$ cat src/rtl/ir_pd_pkg.sv
`timescale 1ns/1ps
package ir_pd_pkg;

    typedef enum logic [2:0] {
        S_IDLE,
        S_LEAD_BURST,
        S_LEAD_SPACE,
        S_DATA,
        S_DONE
    } dec_state_t;

    // durations in base units (one unit = 562.5 us)
    localparam int unsigned LEAD_BURST_U = 16;
    localparam int unsigned LEAD_SPACE_U = 8;
    localparam int unsigned REP_SPACE_U  = 4;
    localparam int unsigned BIT_BURST_U  = 1;
    localparam int unsigned ZERO_SPACE_U = 1;
    localparam int unsigned ONE_SPACE_U  = 3;
    localparam int unsigned MID_SPACE_U  = 2;
    localparam int unsigned TIMEOUT_U    = 27;

    // tolerance: window is [n*4/5, n*6/5]
    localparam int unsigned TOL_LO_NUM = 4;
    localparam int unsigned TOL_HI_NUM = 6;
    localparam int unsigned TOL_DEN    = 5;

    localparam int unsigned FRAME_BITS = 32;
    localparam int unsigned KEEP_BITS  = 16;
    localparam int unsigned KEY_W      = 8;

endpackage

$ cat src/rtl/ir_pd_front.sv
`timescale 1ns/1ps
module ir_pd_front (
    input  logic clk,
    input  logic rst_n,
    input  logic ir_rx,
    output logic burst_start,
    output logic burst_end
);
    // stage 0/1 synchronise, stage 2 holds the previous synchronised level
    logic [2:0] pipe_q;

    always_ff @(posedge clk or negedge rst_n) begin
        if (!rst_n) begin
            pipe_q <= 3'b111;
        end else begin
            pipe_q <= {pipe_q[1:0], ir_rx};
        end
    end

    // input is inverted: high->low is carrier on, low->high is carrier off
    assign burst_start = pipe_q[2] & ~pipe_q[1];
    assign burst_end   = ~pipe_q[2] & pipe_q[1];
endmodule

$ cat src/rtl/ir_pd_timer.sv
`timescale 1ns/1ps
module ir_pd_timer #(
    parameter int unsigned LIMIT = 759375,
    parameter int unsigned W     = 20
) (
    input  logic         clk,
    input  logic         rst_n,
    input  logic         restart,
    output logic [W-1:0] span,
    output logic         expired
);
    always_ff @(posedge clk or negedge rst_n) begin
        if (!rst_n) begin
            span <= '0;
        end else if (restart) begin
            span <= W'(1);
        end else if (span < W'(LIMIT)) begin
            span <= span + W'(1);
        end
    end

    assign expired = (span >= W'(LIMIT));
endmodule

$ cat src/rtl/ir_pd_window.sv
`timescale 1ns/1ps
module ir_pd_window #(
    parameter int unsigned UNITS    = 1,
    parameter int unsigned UNIT_CYC = 28125,
    parameter int unsigned W        = 20
) (
    input  logic [W-1:0] span,
    output logic         hit
);
    import ir_pd_pkg::*;

    localparam int unsigned CENTER = UNITS * UNIT_CYC;
    localparam int unsigned LO     = CENTER * TOL_LO_NUM / TOL_DEN;
    localparam int unsigned HI     = CENTER * TOL_HI_NUM / TOL_DEN;

    logic [31:0] span32;
    assign span32 = 32'(span);
    assign hit    = (span32 >= LO) && (span32 <= HI);
endmodule

$ cat src/rtl/ir_pd_shift.sv
`timescale 1ns/1ps
module ir_pd_shift #(
    parameter int unsigned BITS = 32,
    parameter int unsigned KEEP = 16
) (
    input  logic            clk,
    input  logic            rst_n,
    input  logic            clear,
    input  logic            shift_en,
    input  logic            bit_in,
    output logic [KEEP-1:0] next_word,
    output logic            last_bit
);
    localparam int unsigned CW = $clog2(BITS);

    // only the newest KEEP-1 bits are stored; the incoming bit completes the word
    logic [KEEP-2:0] word_q;
    logic [CW-1:0]   cnt_q;

    assign next_word = {bit_in, word_q};
    assign last_bit  = (cnt_q == CW'(BITS - 1));

    always_ff @(posedge clk or negedge rst_n) begin
        if (!rst_n) begin
            word_q <= '0;
            cnt_q  <= '0;
        end else if (clear) begin
            cnt_q  <= '0;
        end else if (shift_en) begin
            word_q <= next_word[KEEP-1:1];
            cnt_q  <= cnt_q + CW'(1);
        end
    end
endmodule

$ cat src/rtl/ir_pd_decoder.sv
`timescale 1ns/1ps
module ir_pd_decoder #(
    parameter int unsigned UNIT_CYC = 28125
) (
    input  logic       clk,
    input  logic       rst_n,
    input  logic       ir_rx,
    output logic [7:0] key_code,
    output logic       key_valid,
    output logic       repeat_pulse
);
    import ir_pd_pkg::*;

    localparam int unsigned TIMEOUT_CYC = TIMEOUT_U * UNIT_CYC;
    localparam int unsigned SPAN_W      = $clog2(TIMEOUT_CYC + 1);
    localparam int unsigned MID_CYC     = MID_SPACE_U * UNIT_CYC;
    localparam int unsigned N_WIN       = 6;
    localparam int unsigned WIN_UNITS [N_WIN] = '{LEAD_BURST_U, LEAD_SPACE_U, REP_SPACE_U,
                                                  BIT_BURST_U, ZERO_SPACE_U, ONE_SPACE_U};
    localparam int unsigned I_LB = 0;
    localparam int unsigned I_LS = 1;
    localparam int unsigned I_RS = 2;
    localparam int unsigned I_BB = 3;
    localparam int unsigned I_ZS = 4;
    localparam int unsigned I_OS = 5;

    logic              burst_start, burst_end, any_edge;
    logic [SPAN_W-1:0] span;
    logic              expired;
    logic [N_WIN-1:0]  hit;
    logic              bit_val;
    logic              sh_clear, sh_shift, last_bit;
    logic [KEEP_BITS-1:0] next_word;
    logic [KEY_W-1:0]  cmd_byte, cmd_inv;
    logic              cmd_ok;

    dec_state_t state_q, state_d;
    logic       in_space_q, in_space_d;
    logic       accept_d, rep_d;

    ir_pd_front u_front (
        .clk         (clk),
        .rst_n       (rst_n),
        .ir_rx       (ir_rx),
        .burst_start (burst_start),
        .burst_end   (burst_end)
    );

    assign any_edge = burst_start | burst_end;

    ir_pd_timer #(.LIMIT(TIMEOUT_CYC), .W(SPAN_W)) u_timer (
        .clk     (clk),
        .rst_n   (rst_n),
        .restart (any_edge),
        .span    (span),
        .expired (expired)
    );

    for (genvar g = 0; g < N_WIN; g++) begin : g_win
        ir_pd_window #(.UNITS(WIN_UNITS[g]), .UNIT_CYC(UNIT_CYC), .W(SPAN_W)) u_win (
            .span (span),
            .hit  (hit[g])
        );
    end

    assign bit_val = (32'(span) >= MID_CYC);

    ir_pd_shift #(.BITS(FRAME_BITS), .KEEP(KEEP_BITS)) u_shift (
        .clk       (clk),
        .rst_n     (rst_n),
        .clear     (sh_clear),
        .shift_en  (sh_shift),
        .bit_in    (bit_val),
        .next_word (next_word),
        .last_bit  (last_bit)
    );

    assign cmd_byte = next_word[KEY_W-1:0];
    assign cmd_inv  = next_word[2*KEY_W-1:KEY_W];
    assign cmd_ok   = (cmd_inv == ~cmd_byte);

    // next-state and control decode
    always_comb begin
        state_d    = state_q;
        in_space_d = in_space_q;
        sh_clear   = 1'b0;
        sh_shift   = 1'b0;
        accept_d   = 1'b0;
        rep_d      = 1'b0;
        unique case (state_q)
            S_IDLE: begin
                if (burst_start) begin
                    state_d = S_LEAD_BURST;
                end
            end
            S_LEAD_BURST: begin
                if (burst_end) begin
                    state_d = hit[I_LB] ? S_LEAD_SPACE : S_IDLE;
                end else if (expired) begin
                    state_d = S_IDLE;
                end
            end
            S_LEAD_SPACE: begin
                if (burst_start) begin
                    if (hit[I_LS]) begin
                        state_d    = S_DATA;
                        sh_clear   = 1'b1;
                        in_space_d = 1'b0;
                    end else if (hit[I_RS]) begin
                        state_d = S_DONE;
                        rep_d   = 1'b1;
                    end else begin
                        state_d = S_IDLE;
                    end
                end else if (expired) begin
                    state_d = S_IDLE;
                end
            end
            S_DATA: begin
                if (burst_end) begin
                    if (!in_space_q && hit[I_BB]) begin
                        in_space_d = 1'b1;
                    end else begin
                        state_d = S_IDLE;
                    end
                end else if (burst_start) begin
                    if (in_space_q && (hit[I_ZS] || hit[I_OS])) begin
                        sh_shift   = 1'b1;
                        in_space_d = 1'b0;
                        if (last_bit) begin
                            state_d  = S_DONE;
                            accept_d = cmd_ok;
                        end
                    end else begin
                        state_d = S_IDLE;
                    end
                end else if (expired) begin
                    state_d = S_IDLE;
                end
            end
            S_DONE: begin
                if (burst_end || expired) begin
                    state_d = S_IDLE;
                end
            end
            default: begin
                state_d = S_IDLE;
            end
        endcase
    end

    // state register
    always_ff @(posedge clk or negedge rst_n) begin
        if (!rst_n) begin
            state_q    <= S_IDLE;
            in_space_q <= 1'b0;
        end else begin
            state_q    <= state_d;
            in_space_q <= in_space_d;
        end
    end

    // outputs
    always_ff @(posedge clk or negedge rst_n) begin
        if (!rst_n) begin
            key_code     <= '0;
            key_valid    <= 1'b0;
            repeat_pulse <= 1'b0;
        end else begin
            key_valid    <= accept_d;
            repeat_pulse <= rep_d;
            if (accept_d) begin
                key_code <= cmd_byte;
            end
        end
    end
endmodule

$ cat config.mk
export PLATFORM = sky130hd
export DESIGN_NAME = ir_pd_decoder
export DESIGN_NICKNAME = d
export VERILOG_FILES = /design/src/rtl/ir_pd_pkg.sv /design/src/rtl/ir_pd_front.sv /design/src/rtl/ir_pd_timer.sv /design/src/rtl/ir_pd_window.sv /design/src/rtl/ir_pd_shift.sv /design/src/rtl/ir_pd_decoder.sv
export SDC_FILE = /design/constraint.sdc
export NUM_CORES = 1
export LEC_CHECK = 0
export BUFFER_PORTS_ARGS = -buffer_cell sky130_fd_sc_hd__buf_2
export CORE_ASPECT_RATIO = 0.8
export CORE_MARGIN = 10
export CORE_UTILIZATION = 30
export CTS_CLUSTER_SIZE = 25
export DETAILED_ROUTE_END_ITERATION = 10
export GPL_TIMING_DRIVEN = 0
export SYNTH_ARGS = -nofsm -noshare
export SYNTH_HDL_FRONTEND = slang
export SYNTH_SLANG_ARGS = --single-unit
export TNS_END_PERCENT = 5
$ cat constraint.sdc
create_clock -name clk -period 3.4 [get_ports clk]
set_input_delay 0 -clock clk [delete_from_list [all_inputs] [get_ports clk]]
set_output_delay 0 -clock clk [all_outputs]
set_load 0.05 [all_outputs]
==> metrics.csv <==
metric,value,unit
status,"complete, no violations",
synth_fa_ha_area_share,2.26,%
rsz0062_at_grt,false,
fin_worst_skew,0.0108,ns
path_class,reg -> reg,
vias,2787,
pwr_density_cell,425,nW/um^2
ys_seq_area_share,43.0,%
fp.coreArea,10800,um^2
worst_setup_path_end_kind,register,
max_cap_viol_count,0,
clock.fmax,315,MHz
firstDrtPassIters,5,
maxSlewViolCount,0,
hpwl,5630,um
async_reset_ff_share,100,%
cp.required,3.62,ns
power.leakage,1.87,nW
start_util,30.6,%
ff2ff_path_depth,8,
synth_compound_area_share,13.1,%
worst-path-max-fanout,9,
place_area,3560,um^2
cts_buffer_depth,2,
synth_edf_count,0,
period_share,93.4,%
fin_crit,3.18,ns
yosysMostFrequentCell,nand2_1,
vias_per_cell,5.13,
setup_viol,0,
met3_usage,2.19,%
grt_pass1_vias,2580,
yosys-mux-area-fraction,3.31,%
cts_sinks,57,
ys_types,61,
die_h,114,um
detail-route-antenna-nets,0,
cts_tree,yes,
synth_top_family_by_area,simple AND/OR/NAND/NOR gates,
final_area,3870,um^2
hp-class,in -> async,
wl,7950,um
fill_cells,1090,
diodes,0,
grt_max_degree,58,
wl_per_cell,14.6,um
antenna_found_initial,0,
yosysWarnings,0,
drive_above_1_share,16.0,%
tightest_slew,0.701,ns
avgSynthCellArea,9.01,um^2
final_nets,403,
worstPathArrival,3.39,ns
hold_viol_final,0,
boundaryPins,13,
synth_xor_area_share,6.85,%
synth_area_leaders,"dfrtp_1 (41%), nand2_1 (7.6%), xor2_1 (4.0%)",
syn-cell-area,3320,um^2
rows,34,
drtIter0Drc,327,
ys_ff_latch,57,
grtUsageMet1,16.1,%
cts_made_buffers,9,
die_x,138,um
ys_top_cells_by_count,"nand2_1 (67), dfrtp_1 (54), and2_1 (17), nand3_1 (17)",
setup.worst_path.start_class,register,
port_buffers,12,
peakVddDrop,211,uV
use_met2,14.3,%
root_buffer,clkbuf_16,
area_growth,16.4,%
slew_headroom,53.0,%
ctsHtreeMaxLevel,3,
track_usage,10.6,%
yosysTopAreaCellShare,40.7,%
postSynthCellCount,369,
drc,0,
synth-simple-area-share,26.3,%
grt_pass1_wl,13600,um
place.gp.congestion,0.931,
setup_tns,0,ns
clk_latency,0.33,ns
clk_pin_slew,0.05,ns
synth_nets,378,
busiest_layer,met1,
grt_overflow,0,
synth_top_area_cell,dfrtp_1,
synth_flop_cell,dfrtp_1,
die_area,15700,um^2
[path summary, 6_finish.rpt]
path                                    from  slack [ns]            endpoint
max in group asynchronous              rst_n        2.63     u_timer.span[1]
min in group clk                       ir_rx        0.32   u_front.pipe_q[0]
setup reg to reg             u_timer.span[1]        0.22    u_timer.span[18]
hold / removal                         rst_n        0.30  u_shift.word_q[14]
hold reg to reg            u_front.pipe_q[0]        0.35   u_front.pipe_q[1]
setup / recovery             u_timer.span[1]        0.22    u_timer.span[18]
[power by group]
part | internal [mW] | switching, mW | total (mW)
Sequential | 0.694 | 0.0161 | 0.710
Combinational | 0.0334 | 0.0622 | 0.0957
Clock | 0.527 | 0.312 | 0.839
Total | 1.25 | 0.391 | 1.64
[placed cells by master, fill, tap and decap left out, types with 3 or more instances in the layout]
| master | synthesis | layout |
|---|---|---|
| a211oi_1 | 4 | 4 |
| a21boi_0 | 3 | 3 |
| a21oi_1 | 13 | 13 |
| and2_1 | 17 | 17 |
| and3_1 | 5 | 5 |
| buf_2 | 15 | 26 |
| clkbuf_1 | 8 | 8 |
| clkbuf_16 | 0 | 9 |
| clkinv_2 | 0 | 3 |
| dfrtp_1 | 54 | 54 |
| dfstp_2 | 3 | 3 |
| ha_1 | 6 | 6 |
| inv_1 | 12 | 12 |
| mux2_2 | 8 | 8 |
| nand2_1 | 67 | 67 |
| nand2b_1 | 3 | 3 |
| nand3_1 | 17 | 17 |
| nand4_1 | 13 | 13 |
| nor2_1 | 14 | 14 |
| nor2b_1 | 4 | 4 |
| nor3_1 | 11 | 11 |
| nor4_1 | 3 | 3 |
| o21ai_0 | 11 | 11 |
| o31ai_1 | 3 | 3 |
| or3_1 | 4 | 4 |
| xnor2_1 | 11 | 11 |
| xor2_1 | 15 | 15 |
[state kept, by name (all words and copies together), names as in the netlist]
register        cells
u_front.pipe_q      3
repeat_pulse        1
u_shift.cnt_q       5
u_shift.word_q     15
in_space_q          1
key_code            8
key_valid           1
u_timer.span       20
state_q             3
[metrics by stage]
| stage | worst slack [ns] | util [%] | hold WS [ns] | cells | total power [mW] |
|---|---|---|---|---|---|
| after floorplan | 0.936 | - | -0.296 | 369 | 0.779 |
| after global placement | 0.296 | 32.8 | 0.119 | 525 | 0.814 |
| after detailed placement | 0.349 | 32.8 | 0.119 | 525 | 0.815 |
| after CTS | 0.348 | 35.5 | 0.00400 | 542 | 1.66 |
| after global routing | 0.0777 | 35.7 | 0.336 | 543 | 1.71 |
| final | 0.224 | 35.7 | 0.304 | 543 | 1.64 |
[cells by family after synthesis]
kind of cell / after synthesis
AO/OA/AOI/OAI: 61
XOR/XNOR: 26
adder cells (fa/ha/maj): 6
buffers and inverters: 37
flip-flops: 57
multiplexers: 10
AND/OR/NAND/NOR: 172
[area by class of cell]
| type | count | area (um^2) | area share, % |
|---|---|---|---|
| Tap cell | 144 | 180 | 4.66 |
| Timing Repair Buffer | 14 | 82.6 | 2.13 |
| Multi-Input combinational cell | 275 | 1720 | 44.6 |
| Inverter | 12 | 45.0 | 1.16 |
| Sequential cell | 57 | 1430 | 37.0 |
| Buffer | 25 | 124 | 3.20 |
| Clock inverter | 5 | 30.0 | 0.776 |
| Clock buffer | 11 | 253 | 6.53 |
[critical path, stage by stage (launching register included)]
cell and delay (ns):
dfrtp_1 0.46, ha_1 0.26, a311o_1 0.39, a2111oi_0 0.63
o41ai_1 0.18, a211oi_1 0.65, nand4_1 0.20, xnor2_1 0.15
and2_1 0.16
[metal layers]
layer / wire length, um / up-vias / share of wire, %
li1: - / 1345 / -
met1: 4120 / 1350 / 52
met2: 3280 / 80 / 41
met3: 408 / 12 / 5.1
met4: 137 / 0 / 1.7
met5: 0 / - / 0
[timing repair]
action,4_1_cts,5_1_grt
hold buffers,1,1
gates resized for setup,0,0
hold endpoints to repair,1,54
setup buffers,0,0
Note: power is estimated with default switching activity, not from simulation.
